## config.mk

```make
export PLATFORM = sky130hd
export DESIGN_NAME = pix_edge_gen
export DESIGN_NICKNAME = d
export VERILOG_FILES = /design/src/rtl/pe_pkg.sv /design/src/rtl/pe_phase_ctr.sv /design/src/rtl/pe_cfg_bank.sv /design/src/rtl/pe_edge_lane.sv /design/src/rtl/pe_strobe_lane.sv /design/src/rtl/pix_edge_gen.sv
export SDC_FILE = /design/constraint.sdc
export NUM_CORES = 1
export LEC_CHECK = 0
export ABC_AREA = 1
export CORE_ASPECT_RATIO = 0.7
export CORE_MARGIN = 8
export CORE_UTILIZATION = 60
export DETAILED_ROUTE_END_ITERATION = 10
export PLACE_DENSITY = 0.77
export REMOVE_ABC_BUFFERS = 1
export SLEW_MARGIN = 20
export SYNTH_ARGS = -nofsm -noshare
export SYNTH_HDL_FRONTEND = slang
export SYNTH_SLANG_ARGS = --single-unit
```

## constraint.sdc

```tcl
create_clock -name clk -period 1.6 [get_ports clk]
set_input_delay 0.24 -clock clk [delete_from_list [all_inputs] [get_ports clk]]
set_output_delay 0.24 -clock clk [all_outputs]
set_load 0.02 [all_outputs]
```

## src/rtl/pe_pkg.sv

```systemverilog
package pe_pkg;
  localparam int PH_W = 6;
  localparam int N_SLOT = 1 << PH_W;

  typedef struct packed {
    logic            pol;
    logic [PH_W-1:0] clr;
    logic [PH_W-1:0] set;
  } edge_cfg_t;

  localparam int CFG_W = $bits(edge_cfg_t);

  // lane indices inside the edge bank
  localparam int LANE_RG = 0;
  localparam int LANE_HL = 1;
  localparam int LANE_HA = 2;
  localparam int LANE_HB = 3;
  localparam int N_EDGE  = 4;
  localparam int N_STRB  = 2;

  localparam edge_cfg_t DEF_RG = '{pol: 1'b0, clr: 6'd8,  set: 6'd0};
  localparam edge_cfg_t DEF_HL = '{pol: 1'b0, clr: 6'd60, set: 6'd40};
  localparam edge_cfg_t DEF_HA = '{pol: 1'b0, clr: 6'd32, set: 6'd0};
  localparam edge_cfg_t DEF_HB = '{pol: 1'b0, clr: 6'd0,  set: 6'd32};
  localparam logic [PH_W-1:0] DEF_S0 = 6'd20;
  localparam logic [PH_W-1:0] DEF_S1 = 6'd52;
endpackage

```

## src/rtl/pe_phase_ctr.sv

```systemverilog
module pe_phase_ctr
  import pe_pkg::*;
(
  input  logic            clk,
  input  logic            rst_n,
  input  logic            half_en,
  output logic [PH_W-1:0] phase,
  output logic            slot_first,
  output logic            wrap
);
  localparam logic [PH_W-1:0] LAST = PH_W'(N_SLOT - 1);

  logic tog_q;
  logic adv;

  assign adv        = !half_en || tog_q;
  assign slot_first = !half_en || !tog_q;
  assign wrap       = adv && (phase == LAST);

  always_ff @(posedge clk or negedge rst_n) begin
    if (!rst_n) begin
      phase <= '0;
      tog_q <= 1'b0;
    end else begin
      tog_q <= half_en ? !tog_q : 1'b0;
      if (adv) phase <= phase + PH_W'(1);
    end
  end

  // without halving the slot steps by exactly one per clock
  a_r1_step: assert property (@(posedge clk) disable iff (!rst_n)
    !half_en |=> (phase == $past(phase) + PH_W'(1)));

  // first half of a halved slot keeps the slot number
  a_r8_hold: assert property (@(posedge clk) disable iff (!rst_n)
    (half_en && !tog_q) |=> $stable(phase));
endmodule

```

## src/rtl/pe_cfg_bank.sv

```systemverilog
module pe_cfg_bank
  import pe_pkg::*;
#(
  parameter int ADDR_W = 4,
  parameter int DATA_W = 16
) (
  input  logic                     clk,
  input  logic                     rst_n,
  input  logic                     we,
  input  logic [ADDR_W-1:0]        addr,
  input  logic [DATA_W-1:0]        wdata,
  input  logic                     commit,
  output edge_cfg_t [N_EDGE-1:0]   act_edge,
  output logic [N_STRB-1:0][PH_W-1:0] act_strb,
  output logic                     act_half
);
  localparam int ADDR_STRB = N_EDGE;
  localparam int ADDR_HALF = N_EDGE + 1;

  edge_cfg_t [N_EDGE-1:0]       sh_edge;
  logic [N_STRB-1:0][PH_W-1:0]  sh_strb;
  logic                         sh_half;

  function automatic edge_cfg_t edge_default(input int idx);
    case (idx)
      LANE_RG: return DEF_RG;
      LANE_HL: return DEF_HL;
      LANE_HA: return DEF_HA;
      default: return DEF_HB;
    endcase
  endfunction

  for (genvar g = 0; g < N_EDGE; g++) begin : g_edge
    always_ff @(posedge clk or negedge rst_n) begin
      if (!rst_n) begin
        sh_edge[g]  <= edge_default(g);
        act_edge[g] <= edge_default(g);
      end else begin
        if (commit) act_edge[g] <= sh_edge[g];
        if (we && addr == ADDR_W'(g)) sh_edge[g] <= wdata[CFG_W-1:0];
      end
    end
  end

  for (genvar s = 0; s < N_STRB; s++) begin : g_strb
    always_ff @(posedge clk or negedge rst_n) begin
      if (!rst_n) begin
        sh_strb[s]  <= (s == 0) ? DEF_S0 : DEF_S1;
        act_strb[s] <= (s == 0) ? DEF_S0 : DEF_S1;
      end else begin
        if (commit) act_strb[s] <= sh_strb[s];
        if (we && addr == ADDR_W'(ADDR_STRB))
          sh_strb[s] <= wdata[s*PH_W +: PH_W];
      end
    end
  end

  always_ff @(posedge clk or negedge rst_n) begin
    if (!rst_n) begin
      sh_half  <= 1'b0;
      act_half <= 1'b0;
    end else begin
      if (commit) act_half <= sh_half;
      if (we && addr == ADDR_W'(ADDR_HALF)) sh_half <= wdata[0];
    end
  end

  // active settings only move at a pixel wrap
  a_r9_active_stable: assert property (@(posedge clk) disable iff (!rst_n)
    !commit |=> ($stable(act_edge) && $stable(act_strb) && $stable(act_half)));
endmodule

```

## src/rtl/pe_edge_lane.sv

```systemverilog
module pe_edge_lane
  import pe_pkg::*;
(
  input  logic            clk,
  input  logic            rst_n,
  input  logic [PH_W-1:0] phase,
  input  logic            slot_first,
  input  edge_cfg_t       cfg,
  output logic            lvl_o
);
  logic lvl_q;
  logic span_ok;

  assign span_ok = (cfg.set != cfg.clr);

  always_ff @(posedge clk or negedge rst_n) begin
    if (!rst_n) begin
      lvl_q <= 1'b0;
    end else if (slot_first) begin
      if (!span_ok)             lvl_q <= 1'b0;
      else if (phase == cfg.set) lvl_q <= 1'b1;
      else if (phase == cfg.clr) lvl_q <= 1'b0;
    end
  end

  assign lvl_o = (lvl_q && span_ok) ^ cfg.pol;

  // set slot raises the internal level on the next clock
  a_r3_set: assert property (@(posedge clk) disable iff (!rst_n)
    (slot_first && span_ok && phase == cfg.set) |=> lvl_q);

  // clear slot drops the internal level on the next clock
  a_r3_clr: assert property (@(posedge clk) disable iff (!rst_n)
    (slot_first && span_ok && phase == cfg.clr) |=> !lvl_q);
endmodule

```

## src/rtl/pe_strobe_lane.sv

```systemverilog
module pe_strobe_lane
  import pe_pkg::*;
(
  input  logic            clk,
  input  logic            rst_n,
  input  logic [PH_W-1:0] phase,
  input  logic            slot_first,
  input  logic [PH_W-1:0] loc,
  output logic            pulse_o
);
  always_ff @(posedge clk or negedge rst_n) begin
    if (!rst_n) pulse_o <= 1'b0;
    else        pulse_o <= slot_first && (phase == loc);
  end

  // strobe never lasts beyond one clock
  a_r6_single: assert property (@(posedge clk) disable iff (!rst_n)
    pulse_o |=> !pulse_o);
endmodule

```

## src/rtl/pix_edge_gen.sv

```systemverilog
module pix_edge_gen
  import pe_pkg::*;
#(
  parameter int ADDR_W = 4,
  parameter int DATA_W = 16
) (
  input  logic              clk,
  input  logic              rst_n,
  input  logic              cfg_we,
  input  logic [ADDR_W-1:0] cfg_addr,
  input  logic [DATA_W-1:0] cfg_wdata,
  output logic [PH_W-1:0]   phase_o,
  output logic              rg_o,
  output logic              hl_o,
  output logic              h1_o,
  output logic              h2_o,
  output logic              h3_o,
  output logic              h4_o,
  output logic              shp_o,
  output logic              shd_o
);
  logic                        slot_first;
  logic                        wrap;
  logic                        half_en;
  edge_cfg_t [N_EDGE-1:0]      act_edge;
  logic [N_STRB-1:0][PH_W-1:0] act_strb;
  logic [N_EDGE-1:0]           lvl;
  logic [N_STRB-1:0]           strb;

  pe_phase_ctr u_ctr (
    .clk        (clk),
    .rst_n      (rst_n),
    .half_en    (half_en),
    .phase      (phase_o),
    .slot_first (slot_first),
    .wrap       (wrap)
  );

  pe_cfg_bank #(.ADDR_W(ADDR_W), .DATA_W(DATA_W)) u_cfg (
    .clk      (clk),
    .rst_n    (rst_n),
    .we       (cfg_we),
    .addr     (cfg_addr),
    .wdata    (cfg_wdata),
    .commit   (wrap),
    .act_edge (act_edge),
    .act_strb (act_strb),
    .act_half (half_en)
  );

  for (genvar g = 0; g < N_EDGE; g++) begin : g_lane
    pe_edge_lane u_lane (
      .clk        (clk),
      .rst_n      (rst_n),
      .phase      (phase_o),
      .slot_first (slot_first),
      .cfg        (act_edge[g]),
      .lvl_o      (lvl[g])
    );
  end

  for (genvar s = 0; s < N_STRB; s++) begin : g_strb
    pe_strobe_lane u_strb (
      .clk        (clk),
      .rst_n      (rst_n),
      .phase      (phase_o),
      .slot_first (slot_first),
      .loc        (act_strb[s]),
      .pulse_o    (strb[s])
    );
  end

  assign rg_o  = lvl[LANE_RG];
  assign hl_o  = lvl[LANE_HL];
  assign h1_o  = lvl[LANE_HA];
  assign h3_o  = lvl[LANE_HA];
  assign h2_o  = lvl[LANE_HB];
  assign h4_o  = lvl[LANE_HB];
  assign shp_o = strb[0];
  assign shd_o = strb[1];
endmodule

```

==> qor.csv <==
metric,value,unit
clk_path_buf_depth,2,
period_share,1.198,
ios,37,
slew_viol_final,0,
pre_cts_ws,-0.3676,ns
cp_top_family,simple AND/OR/NAND/NOR gates,
cp_data_required_time,1.36,ns
r2r_start,u_ctr.phase[0]$_DFFE_PN0N_,
layout.nets,1003,
fin_ws,-0.3164,ns
path_cells,inv_2 -> nand2_2 -> nand2_2 -> nor2_2 -> nand3_2 -> nand2_2 -> nand2_2 -> nand2_2 -> buf_6,
finalSetupViolCount,6,
rsz0062_at_grt,true,
start_util,0.6132,
rrSetupSlack,0.09,ns
antenna_found_initial,0,
synth_edf_count,0,
critPathSlowestCell,dfstp_2,
vias,6127,
synthFlopType,dfrtp_1,
p_per_area,1000,nW/um^2
post-route-util,0.7845,
synth_top_area_cell,dfrtp_1,
avgSynthCellArea,7.896,sq um
cpMostUsedCell,nand2_2,
synth_top_area_frac,0.4262,
syn2layout_area_growth,27.95,%
avgViaCountPerCell,5.351,
antenna_left,0,
crit_path_max_fanout,3,
synth-seq-cells,143,
synth_area_leaders,"dfrtp_1, nand2_1, dfstp_2",
path_class,register to primary output,
syn-cell-area,6751,sq um
cp_data_arrival_time,1.68,ns
critPathMaxStageDelay,0.55,ns
nFillCells,748,
synth_commonest_cells,"nand2_1, dfrtp_1, nor2_1, inv_1, o21ai_0",
dp_hpwl,12260,microns
failed_checks,negative setup slack,
dr.pass1.iters,5,
syn_inst,855,
wire_per_inst,16.09,microns
worst_slew_pin_slew,0.4546,ns
cts_root_buf,clkbuf_16,
dieArea,14960,sq um
hold_viol,0,
drc,0,
maxCapViolCount,0,
antenna_cells,0,
die_h,104.8,microns
grt_pass1_vias,6241,
num_rows,32,
grt.total_usage,0.2526,
place_congestion,0.9447,
worst-path-buf-inv,2,
grt_pass1_wl,29660,microns
htree_num_levels,4,
portBuffers,33,
peakVddDrop,761.2,uV
crit_path_end_kind,primary output,
async_flop_share,1.000,
hold_class,input pin to asynchronous set/reset pin,
period_minus_slack,1.916,ns
cts.sinks,143,
leakage,4.367,nW
ys_seq_area_frac,0.5352,
wl,18430,microns
start_kind,register,
status,finished with violations,
cts_tree,yes,
drt_iter0_markers,447,
drive_above_1_share,0.2157,
die_w,142.8,microns
worstSkewPairLatency,0.42,ns
reg2reg_depth,6,
ys_types,27,
finClkSkew,0.009165,ns
synth_most_common_cell,nand2_1,
fmax,521.8,MHz
path_clk_slew,0.06,ns
yosys_warnings,0,
grt_max_degree,49,
cts_buffers,17,
r2r-end,u_cfg.act_edge[3]$_DFFE_PN0P_,
overflow,0,
core-area,11010,sq um
slew_headroom,0.6966,
## flip-flops by register name, indices dropped and copies added (netlist names), 2 cells and up
register and flops:
u_cfg.act_edge 52, u_cfg.sh_edge 52, u_cfg.act_strb 12, u_cfg.sh_strb 12, u_ctr.phase 6, g_lane.u_lane.lvl_q 4, g_strb.u_strb.pulse_o 2
## layout by cell type (no fill, tap or decap), drive strengths merged, types with 6 or more instances in the layout
master	netlist	final
a21oi	51	51
buf	24	112
clkbuf	10	20
clkdlybuf4s50	0	18
clkinvlp	0	6
dfrtp	115	115
dfstp	28	28
inv	88	90
nand2	284	284
nand3	26	26
nor2	105	105
o21ai	89	89
xnor2	11	11
xor2	9	9
## worst max path at each step
| stage | endpoint | depth (start not counted) | startpoint |
|---|---|---|---|
| 5_1_grt | hl_o | 9 | u_cfg.act_edge[22]$_DFFE_PN1P_ |
| 3_3_place_gp | h2_o | 9 | u_cfg.act_edge[44]$_DFFE_PN1P_ |
| 3_5_place_dp | h4_o | 9 | u_cfg.act_edge[44]$_DFFE_PN1P_ |
| 6_report | hl_o | 9 | u_cfg.act_edge[22]$_DFFE_PN1P_ |
| 2_1_floorplan | u_cfg.act_strb[10]$_DFFE_PN1P_ | 4 | u_ctr.phase[3]$_DFFE_PN0N_ |
| 4_1_cts | h1_o | 9 | u_cfg.act_edge[37]$_DFFE_PN1P_ |
## final cells by class
cell class / count / area [sq um] / share of cell area
Clock buffer: 19 / 442.9 / 0.05127
Clock inverter: 13 / 138.9 / 0.01608
Inverter: 89 / 340.3 / 0.03940
Multi-Input combinational cell: 589 / 2653 / 0.3071
Sequential cell: 143 / 3615 / 0.4185
Tap cell: 153 / 191.4 / 0.02216
Timing Repair Buffer: 139 / 1257 / 0.1456
## routing by layer
metal | part of all wire | wire length [microns] | GRT usage | up-vias
met2 | 0.47 | 8744 | 0.4089 | 224
li1 | - | - | - | 2918
met3 | 0.062 | 1141 | 0.06818 | 54
met5 | 0 | 0 | 0 | -
met1 | 0.43 | 8001 | 0.3111 | 2931
met4 | 0.029 | 540 | 0.1149 | 0
## worst reg2reg max path, stage by stage (launching register included)
cell and delay [ns]:
dfrtp_2 0.42, ha_1 0.19, nand4_1 0.16, buf_4 0.20
buf_4 0.19, nor2_1 0.16, a21oi_1 0.07
## cell families after synthesis
| kind of cell | count (synthesis) | share of synthesized area |
|---|---|---|
| xor+xnor | 20 | 0.02595 |
| compound gates | 142 | 0.1058 |
| fa+ha+maj | 1 | 0.001853 |
| buf+inv | 123 | 0.08080 |
| simple gates | 426 | 0.2504 |
| flops | 143 | 0.5352 |
## stage by stage
stage / hold WS [ns] / power, mW / instances / TNS [ns] / instance area, sq um
after CTS: 0.3015 / 8.671 / 1140 / -1.806 / 8551
after detailed placement: 0.1636 / 4.773 / 1101 / -2.189 / 7894
after global placement: 0.1603 / 4.726 / 1101 / -1.877 / 7894
final: 0.2931 / 8.640 / 1145 / -1.674 / 8638
after global routing: 0.3128 / 8.962 / 1145 / -2.396 / 8638
after floorplan: -0.05559 / 4.484 / 821 / -188.51 / 6540
## repair_timing
item	in CTS	in global routing
endpoints found under the setup margin	17	12
buffers inserted	6	5
hold buffers	1	0
gates resized for setup	59	25
endpoints found under the hold margin	30	0
pin swaps	7	8
## report_power, final
part           leakage (nW)  internal, mW  switching [mW]  total (mW)
sequential             1.82          4.01           0.190        4.20
combinational          2.28         0.215           0.316       0.530
clock                 0.272          2.34            1.58        3.91
total                  4.37          6.56            2.08        8.64
Power figures use the tool's default switching activity.
